--- config.mk ---
export PLATFORM = sky130hd
export DESIGN_NAME = iter_divider
export DESIGN_NICKNAME = d
export VERILOG_FILES = /design/src/rtl/iter_div_pkg.sv /design/src/rtl/iter_div_ctrl.sv /design/src/rtl/iter_div_dp.sv /design/src/rtl/iter_divider.sv
export SDC_FILE = /design/constraint.sdc
export NUM_CORES = 1
export LEC_CHECK = 0
export ABC_AREA = 1
export BUFFER_PORTS_ARGS = -buffer_cell sky130_fd_sc_hd__buf_2
export CORE_MARGIN = 2
export CORE_UTILIZATION = 55
export DETAILED_ROUTE_END_ITERATION = 10
export PLACE_DENSITY_LB_ADDON = 0.05
export SETUP_SLACK_MARGIN = 0.2
export SLEW_MARGIN = 10
export SYNTH_ARGS = -nofsm -noshare
export SYNTH_HDL_FRONTEND = slang
export SYNTH_SLANG_ARGS = --single-unit
--- constraint.sdc ---
create_clock -name clk -period 2.45 [get_ports clk]
set_clock_uncertainty 0.05 [all_clocks]
set_input_delay 0.245 -clock clk [delete_from_list [all_inputs] [get_ports clk]]
set_output_delay 0.245 -clock clk [all_outputs]
set_load 0.03 [all_outputs]
--- src/rtl/iter_div_pkg.sv ---
package iter_div_pkg;
  // Extra steps beyond one per quotient bit: setup, range check, sign fix.
  localparam int DIV_OVERHEAD = 3;

  typedef struct packed {
    logic load;
    logic setup;
    logic iter;
    logic fix;
    logic finish;
  } divStrobe_t;
endpackage

--- src/rtl/iter_div_ctrl.sv ---
module iter_div_ctrl
  import iter_div_pkg::*;
#(
  parameter int W = 16
) (
  input  logic       clk,
  input  logic       rstN,
  input  logic       start,
  input  logic       stepEn,
  output divStrobe_t stb,
  output logic       busy,
  output logic       done
);
  localparam int TOTAL = W + DIV_OVERHEAD;
  localparam int CW    = $clog2(TOTAL);
  localparam logic [CW-1:0] LAST    = CW'(TOTAL - 1);
  localparam logic [CW-1:0] FIX_AT  = CW'(W + 1);

  logic [CW-1:0] stepCnt;
  logic          adv;

  assign adv = busy && stepEn && !start;

  always_ff @(posedge clk) begin
    if (!rstN) begin
      stepCnt <= '0;
      busy    <= 1'b0;
      done    <= 1'b0;
    end else if (start) begin
      stepCnt <= '0;
      busy    <= 1'b1;
      done    <= 1'b0;
    end else if (adv) begin
      if (stepCnt == LAST) begin
        busy <= 1'b0;
        done <= 1'b1;
      end else begin
        stepCnt <= stepCnt + 1'b1;
      end
    end
  end

  always_comb begin
    stb        = '0;
    stb.load   = start;
    stb.setup  = adv && (stepCnt == '0);
    stb.iter   = adv && (stepCnt != '0) && (stepCnt < FIX_AT);
    stb.fix    = adv && (stepCnt == FIX_AT);
    stb.finish = adv && (stepCnt == LAST);
  end

  // done only rises on the last enabled step
  p_done_after_last_r2: assert property (@(posedge clk) disable iff (!rstN)
    $rose(done) |-> ($past(stepCnt) == LAST) && $past(stepEn));

  // busy and done are exclusive
  p_busy_done_excl_r2: assert property (@(posedge clk) disable iff (!rstN)
    !(busy && done));

  // a stalled edge holds the step position
  p_stall_holds_r3: assert property (@(posedge clk) disable iff (!rstN)
    (busy && !stepEn && !start) |=> $stable(stepCnt) && busy);

  // once done, nothing moves without a start
  p_done_sticky_r11: assert property (@(posedge clk) disable iff (!rstN)
    (done && !start) |=> done && !busy);
endmodule

--- src/rtl/iter_div_dp.sv ---
module iter_div_dp
  import iter_div_pkg::*;
#(
  parameter int W = 16
) (
  input  logic           clk,
  input  logic           rstN,
  input  divStrobe_t     stb,
  input  logic [2*W-1:0] dividendIn,
  input  logic [W-1:0]   divisorIn,
  input  logic           longMode,
  input  logic           signedMode,
  input  logic           fracMode,
  output logic [W-1:0]   quotOut,
  output logic [W-1:0]   remOut,
  output logic           ovfOut
);
  localparam int DW = 2 * W;
  localparam logic [W-1:0] MIN_NEG = {1'b1, {(W-1){1'b0}}};

  // captured operands
  logic [DW-1:0] opN;
  logic [W-1:0]  opD;
  logic          sgnReg, fracReg, longReg;

  // working state
  logic [W-1:0]  pRem, qReg, absDReg;
  logic          negQ, negR, ovfReg;

  // setup decode
  logic          nNeg, dNeg;
  logic [W-1:0]  magShort, absD;
  logic [DW-1:0] magLong, shortExt, absN;
  logic          setupOvf;

  always_comb begin
    nNeg     = sgnReg && ((longReg && !fracReg) ? opN[DW-1] : opN[W-1]);
    dNeg     = sgnReg && opD[W-1];
    magShort = nNeg ? (~opN[W-1:0] + 1'b1) : opN[W-1:0];
    magLong  = nNeg ? (~opN + 1'b1) : opN;
    absD     = dNeg ? (~opD + 1'b1) : opD;
    shortExt = {{W{1'b0}}, magShort};
    if (fracReg)      absN = shortExt << (W - 1);
    else if (longReg) absN = magLong;
    else              absN = shortExt;
    setupOvf = (opD == '0) || (absN[DW-1:W] >= absD) ||
               (fracReg && (magShort >= absD));
  end

  // one restoring step
  logic [W:0] trial, diff;
  logic       geD;
  always_comb begin
    trial = {pRem, qReg[W-1]};
    diff  = trial - {1'b0, absDReg};
    geD   = trial >= {1'b0, absDReg};
  end

  always_ff @(posedge clk) begin
    if (!rstN) begin
      opN <= '0; opD <= '0;
      sgnReg <= 1'b0; fracReg <= 1'b0; longReg <= 1'b0;
      pRem <= '0; qReg <= '0; absDReg <= '0;
      negQ <= 1'b0; negR <= 1'b0; ovfReg <= 1'b0;
      quotOut <= '0; remOut <= '0; ovfOut <= 1'b0;
    end else begin
      if (stb.load) begin
        opN     <= dividendIn;
        opD     <= divisorIn;
        sgnReg  <= signedMode;
        fracReg <= fracMode;
        longReg <= longMode;
        ovfOut  <= 1'b0;
      end
      if (stb.setup) begin
        pRem    <= absN[DW-1:W];
        qReg    <= absN[W-1:0];
        absDReg <= absD;
        negQ    <= nNeg ^ dNeg;
        negR    <= nNeg;
        ovfReg  <= setupOvf;
      end
      if (stb.iter) begin
        pRem <= geD ? diff[W-1:0] : trial[W-1:0];
        qReg <= {qReg[W-2:0], geD};
      end
      if (stb.fix) begin
        if (sgnReg && ((negQ && (qReg > MIN_NEG)) || (!negQ && qReg[W-1])))
          ovfReg <= 1'b1;
      end
      if (stb.finish) begin
        ovfOut  <= ovfReg;
        quotOut <= ovfReg ? '1 : (negQ ? (~qReg + 1'b1) : qReg);
        remOut  <= ovfReg ? '1 : (negR ? (~pRem + 1'b1) : pRem);
      end
    end
  end

  // partial remainder stays below the divisor during iteration
  p_rem_bounded_r4: assert property (@(posedge clk) disable iff (!rstN)
    (stb.iter && !ovfReg) |-> (pRem < absDReg));

  // overflow forces all-ones results
  p_ovf_all_ones_r9: assert property (@(posedge clk) disable iff (!rstN)
    ($past(stb.finish) && ovfOut) |-> (quotOut == '1) && (remOut == '1));

  // non-zero signed remainder carries the dividend sign
  p_rem_sign_r6: assert property (@(posedge clk) disable iff (!rstN)
    ($past(stb.finish) && !ovfOut && sgnReg && (remOut != '0))
      |-> (remOut[W-1] == negR));

  // without a step strobe the working state holds
  p_state_hold_r3: assert property (@(posedge clk) disable iff (!rstN)
    !(stb.load || stb.setup || stb.iter || stb.fix || stb.finish)
      |=> $stable(pRem) && $stable(qReg) && $stable(ovfReg));
endmodule

--- src/rtl/iter_divider.sv ---
module iter_divider
  import iter_div_pkg::*;
#(
  parameter int W = 16
) (
  input  logic           clk,
  input  logic           rstN,
  input  logic           start,
  input  logic           stepEn,
  input  logic [2*W-1:0] dividendIn,
  input  logic [W-1:0]   divisorIn,
  input  logic           longMode,
  input  logic           signedMode,
  input  logic           fracMode,
  output logic [W-1:0]   quotient,
  output logic [W-1:0]   remainder,
  output logic           busy,
  output logic           done,
  output logic           overflow
);
  divStrobe_t stb;

  iter_div_ctrl #(.W(W)) ctrl_i (
    .clk(clk), .rstN(rstN), .start(start), .stepEn(stepEn),
    .stb(stb), .busy(busy), .done(done)
  );

  iter_div_dp #(.W(W)) dp_i (
    .clk(clk), .rstN(rstN), .stb(stb),
    .dividendIn(dividendIn), .divisorIn(divisorIn),
    .longMode(longMode), .signedMode(signedMode), .fracMode(fracMode),
    .quotOut(quotient), .remOut(remainder), .ovfOut(overflow)
  );
endmodule

; Yosys cells after proc, flatten, opt, wreduce, memory -nomap -nowiden
; Cells that the tools add are included.
[totals]
regBits = 142
out_inout_bits = 35
elab_cells = 93
[classes]
add_sub_neg = 7
magnitude_cmp = 5
n_eq_ne = 2
mux = 23
bitwise = 8
reduce_logical = 31
[ops]
columns = cell, n
row1 = $mux W16, 11
row2 = $mux W32, 3
row3 = $add A16 B1 Y16 const B, 4
row4 = $not A16 Y16, 4
row5 = $add A32 B1 Y32 const B, 1
row6 = $ge A16 B16 Y1, 2
row7 = $not A32 Y32, 1
row8 = $ge A17 B16 Y1, 1
row9 = $gt A16 B16 Y1 const B, 1
row10 = $logic_not A16 Y1, 1
row11 = $sub A16 B16 Y16, 1
row12 = $logic_and A1 B1 Y1, 14
row13 = $eq A5 B5 Y1 const B, 2
row14 = $mux W1, 9
row15 = $reduce_bool A2 Y1, 4
row16 = $reduce_and A2 Y1, 3
row17 = $add A5 B1 Y5 const B, 1
row18 = $logic_not A5 Y1, 1
row19 = $lt A5 B5 Y1 const B, 1
row20 = $reduce_bool A5 Y1, 1
row21 = $logic_not A1 Y1, 3
row22 = $logic_or A1 B1 Y1, 3
row23 = $not A1 Y1, 2
row24 = $reduce_or A2 Y1, 1
row25 = $xor A1 B1 Y1, 1

; Logic depth before layout (Yosys ltp)
[logic_depth]
ltp_word = 13
depth_mapped = 25

; By module
; From an unflattened synthesis, not the netlist that was laid out.
[unflattened]
cells_unflattened = 1536
hier_area_um2 = 9663.0
[modules_own_cells]
columns = module, instances, cells_each, area_each_um2, seq_area_each_um2
row1 = iter_div_dp, 1, 1468, 9183.8, 2702.6
row2 = iter_div_ctrl, 1, 68, 479.2, 140.1

; Worst setup path after synthesis
; Ideal clock, no wire load.
[synth_timing]
path_kind = register -> register
start = reg dp_i.opD[0]
end = reg dp_i.ovfReg
setup_time_ns = 0.070
arrival_time_ns = 2.501
path_slack_ns = -0.172
stages_incl_launch_ff = 20
synth_period_minus_slack_ns = 2.622
path_cell_list = dfxtp_1 inv_1 ha_1 nand3_1 nor2_1 nand2_1 nor3_1 nand3_1 nand2_1 xor2_1 inv_1 ha_1 nand2_1 nor4_1 nand2_1 nand3_1 nand2_1 nand2_1 nand2_1 a21oi_1
[synth_between]
elab_chain_len = 9
[synth_lines]
columns = item, line_no
row1 = from (decl), iter_div_dp.sv:23  ; logic [W-1:0] opD;
row2 = from (signal assigned), iter_div_dp.sv:69  ; opD <= divisorIn;
row3 = $not A16 Y16, iter_div_dp.sv:41  ; absD = dNeg ? (~opD + 1'b1) : opD;
row4 = $add A16 B1 Y16, iter_div_dp.sv:41
row5 = $mux W16, iter_div_dp.sv:41
row6 = $ge A16 B16 Y1 (on tied branches), "iter_div_dp.sv:46, iter_div_dp.sv:47"
row7 = $logic_or A1 B1 Y1 / $logic_and A1 B1 Y1 (equally long branches), "iter_div_dp.sv:46, iter_div_dp.sv:47"
row8 = $logic_or A1 B1 Y1 (*), iter_div_dp.sv:46  ; setupOvf = (opD == '0) || (absN[DW-1:W] >= absD) ||
row9 = $mux W1 (*), iter_div_dp.sv:75  ; if (stb.setup) begin
row10 = $mux W1, iter_div_dp.sv:88  ; if (sgnReg && ((negQ && (qReg > MIN_NEG)) || (!negQ && qReg[W-1])))
row11 = $mux W1 (*), iter_div_dp.sv:87  ; if (stb.fix) begin
row12 = to (signal assigned), iter_div_dp.sv:81  ; ovfReg <= setupOvf;
row13 = to (decl), iter_div_dp.sv:28  ; logic negQ, negR, ovfReg;
; Mark *: on every way between the ends. The rest lies on a longest branch, timed or not.
; A chain may end at the register's enable or synchronous reset.

; Worst setup path in the final report
; Same ends and word-level chain as after synthesis.

==> impl_results.md <==
* Die footprint at 0.0181 mm²
* FP Rows at 47
* Post-Synth Adder-Cell Area at 7.69%
* Cts bufs inserted at 17
* Startpoint Class: flip-flop
* Largest net degree at the start of global routing at 91
* Initial antenna violation count at 0
* Clk pin slew, worst setup/hold paths at 0.07 ns
* Pins Over Slew Limit at 0
* Antenna cells at 0
* Vias in the first global route at ~9,400
* Fillers at 1,405
* Antenna Nets Post-Route at 0
* Routed WL per cell at roughly 15 µm
* Crit path buf inv count at 3
* R2r endpoint: dp_i.ovfReg
* Starting Density at 56.3%
* GR Overflow Total at 0
* RSZ-0062 raised after global routing: true
* Final Setup Violations at 1
* Critical Path Fanout Max at 3
* Simple-gate area share of the yosys netlist at roughly 28%
* Total Routed Length at 29,400 µm
* First-pass GRT wire length at 46,400 µm
* Final GP Congestion at 0.972
* Slew @ Worst Pin at 0.751 ns
* Post-Synth XOR/XNOR Area at under 10%
* Final net count at ~1,800
* Critical path data arrival time at 3.04 ns
* Synthesized flop and latch total at around 140
* Dpl hpwl at around 22,000 µm
* Clock latency at the later pin of the worst-skew pair at 0.44 ns
* Seq/Total Area, Yosys at between 30% and 40%
* Mux cell area share after synthesis at 0%
* # clock sinks at about 140
* Outcome: finished, violations left
* Post-Syn Nets at about 1,600
* Hold Path End: dp_i.opN[21]
* 1st-iter DRT viols at 804
* CTS tree: done
* Post-synth ARST share at 0%
* Failing checks: setup timing
* CTS Root Cell: clkbuf_16
* Post-DR vias/cell at 5.39
* Design area at 0.0123 mm²
* Worst slew margin at between 40% and 50%
* Critical R2R Launch: dp_i.opD[0]
* Slowest cell on crit path: dfxtp_2
* Crit. End Element: flip-flop
* Clock Path Buffers at 2
* Flop-to-flop setup slack at -0.34 ns
* Library cells used by synthesis at 47
* Layout cells sized above 1 at between 20 and 25%
* Yosys warns at 0
* Setup WS pre-CTS at -0.311 ns
* Mean post-synth cell area at 6.46 µm²
* Most frequent cells in the layout: nand2_1 (315), inv_1 (171), buf_4 (171)
* WS Path Type: flip-flop to flip-flop
* Mapped cell area at approximately 0.0094 mm²
* Main combinational cell family by area after synthesis: simple AND/OR/NAND/NOR gates
* Final period util at 114%
* Worst Hold Class: input port to flip-flop
* Residual DRC at 0
* Hold Vio Cnt, Final at 0
* Post-synthesis compound-gate area fraction at about a fifth
* Port Buffers at 89
* Number of max-cap violations at 0
* Leak Pwr at 5.85 nW
* Power Total at 0.00684 W
* Layout area overhead at 31.4%
* Die Y at approximately 130 µm
* Gr usage total at 32.5%
* Vias at 10,400
* Req. time, crit path at ~2.7 ns
* Fin crit period at around 2.8 ns
* Core Area at 0.0166 mm²
* PD cells at 555 mW/mm²
* Area post-placement at between 0.01 and 0.015 mm²
* Die W at 135 µm
* Ordered list of cells on the worst path: inv_2 -> buf_4 -> nand3_4 -> nor2_2 -> nand4_1 -> o21ai_1 -> xor2_1 -> inv_1 -> ha_1 -> a21oi_1 -> o21ai_1 -> a21oi_2 -> nand3_2 -> nor2_2 -> nand2_1 -> nand2_1 -> a21oi_1
* Synth Flop Type: dfxtp_1
* Commonest non-fill, non-tap cell in the layout: nand2_1
* Number of enable flip-flop cells after synthesis at 0
* Syn Inst Count at roughly 1,500
* Num ports at 90
* Worst Reg-to-Reg Cells at 17
* Worst setup margin at -0.343 ns
* Max Clk Rate at approximately 360 MHz
* CTS H-Tree Depth at 4
* Pre-antenna DRT Iters at 6
* Hold path startpoint: dividendIn[21]
* CP top delay family: compound AO/OA/AOI/OAI gates
* CP max stage delay at 0.32 ns
* Cells on Worst Hold Path at 3
* Maximum VDD drop at 0.497 mV
==> layer usage <==
metal / track usage (%) / share of wire (%) / routed length [µm] / vias to the layer above
met1: 42.7 / 44 / 13100 / 4702
li1: - / - / - / 5232
met5: 0 / 0 / 0 / -
met2: 53.6 / 47 / 13800 / 359
met3: 5.78 / 5.7 / 1670 / 60
met4: 12.0 / 2.9 / 863 / 0
==> worst register-to-register path, stage by stage (launching register included) <==
cell and delay [ns]:
dfxtp_2 0.32, inv_2 0.08, buf_4 0.12, nand3_4 0.06, nor2_2 0.12, nand4_1 0.17, o21ai_1 0.25, xor2_1 0.26
inv_1 0.13, ha_1 0.32, a21oi_1 0.18, o21ai_1 0.09, a21oi_2 0.15, nand3_2 0.09, nor2_2 0.09, nand2_1 0.06
nand2_1 0.05, a21oi_1 0.05
==> where the power goes <==
group	switching, W	internal (W)
Combinational	0.00114	0.000826
Clock	0.00106	0.00134
Sequential	0.0000676	0.00240
Total	0.00227	0.00457
==> cell type report <==
class	count	area [µm²]	share of cell area [%]
multi-input combinational	1062	6040	49.0
inverter	194	738	5.99
clock inverter	12	88.8	0.721
clock buffer	19	453	3.68
sequential	142	2850	23.1
timing repair buffer	273	1880	15.3
tap	220	275	2.23
==> state kept, by name, indices dropped and copies added, names as in the netlist, 5 cells and up <==
signal / flops
dp_i.opN: 32
dp_i.absDReg: 16
dp_i.opD: 16
dp_i.pRem: 16
dp_i.qReg: 16
dp_i.quotOut: 16
dp_i.remOut: 16
ctrl_i.stepCnt: 5
==> synthesized netlist by cell type, drive strengths merged (11+ instances only) <==
cell / instances / area (µm²)
buf: 16 / 104
nor3: 16 / 80.1
dfxtp: 142 / 2840
o21ai: 152 / 783
nand3: 114 / 576
nand4: 11 / 68.8
a21oi: 128 / 648
nor2: 153 / 614
ha: 56 / 701
clkbuf: 37 / 139
xor2: 32 / 318
a31oi: 24 / 150
inv: 193 / 729
nand2: 334 / 1270
==> how the worst max path moves through the flow <==
stage / startpoint / endpoint / cells past startpoint
3_5_place_dp: dp_i.opD[0] / dp_i.ovfReg / 20
5_1_grt: dp_i.opD[0] / dp_i.ovfReg / 17
4_1_cts: dp_i.opD[1] / dp_i.ovfReg / 18
6_report: dp_i.opD[0] / dp_i.ovfReg / 17
2_1_floorplan: dp_i.opD[0] / dp_i.ovfReg / 19
3_3_place_gp: dp_i.opD[0] / dp_i.ovfReg / 19
==> cell families after synthesis <==
kind of cell | count (synthesis)
buf+inv | 247
flops | 142
xor+xnor | 39
simple gates | 637
fa+ha+maj | 57
compound gates | 329
==> metrics by stage <==
stage / util, % / hold slack [ns] / instances / setup TNS [ns]
after detailed placement: 66.5 / 0.405 / 1864 / -0.311
after global routing: 74.0 / 0.0128 / 1922 / -0.524
final: 74.0 / 0.00258 / 1922 / -0.343
after CTS: 71.2 / 0.00338 / 1912 / -0.260
after floorplan: - / 0.330 / 1451 / -0.0506
after global placement: 66.5 / 0.397 / 1864 / -0.224
==> timing repair <==
action                                  CTS  global route
pin swaps                                17            31
endpoints found under the hold margin    11             0
buffers inserted                          6            10
endpoints found under the setup margin    1            22
hold buffers                             11             0
resized for setup                        22            89
Note: power is estimated with default switching activity, not from simulation.
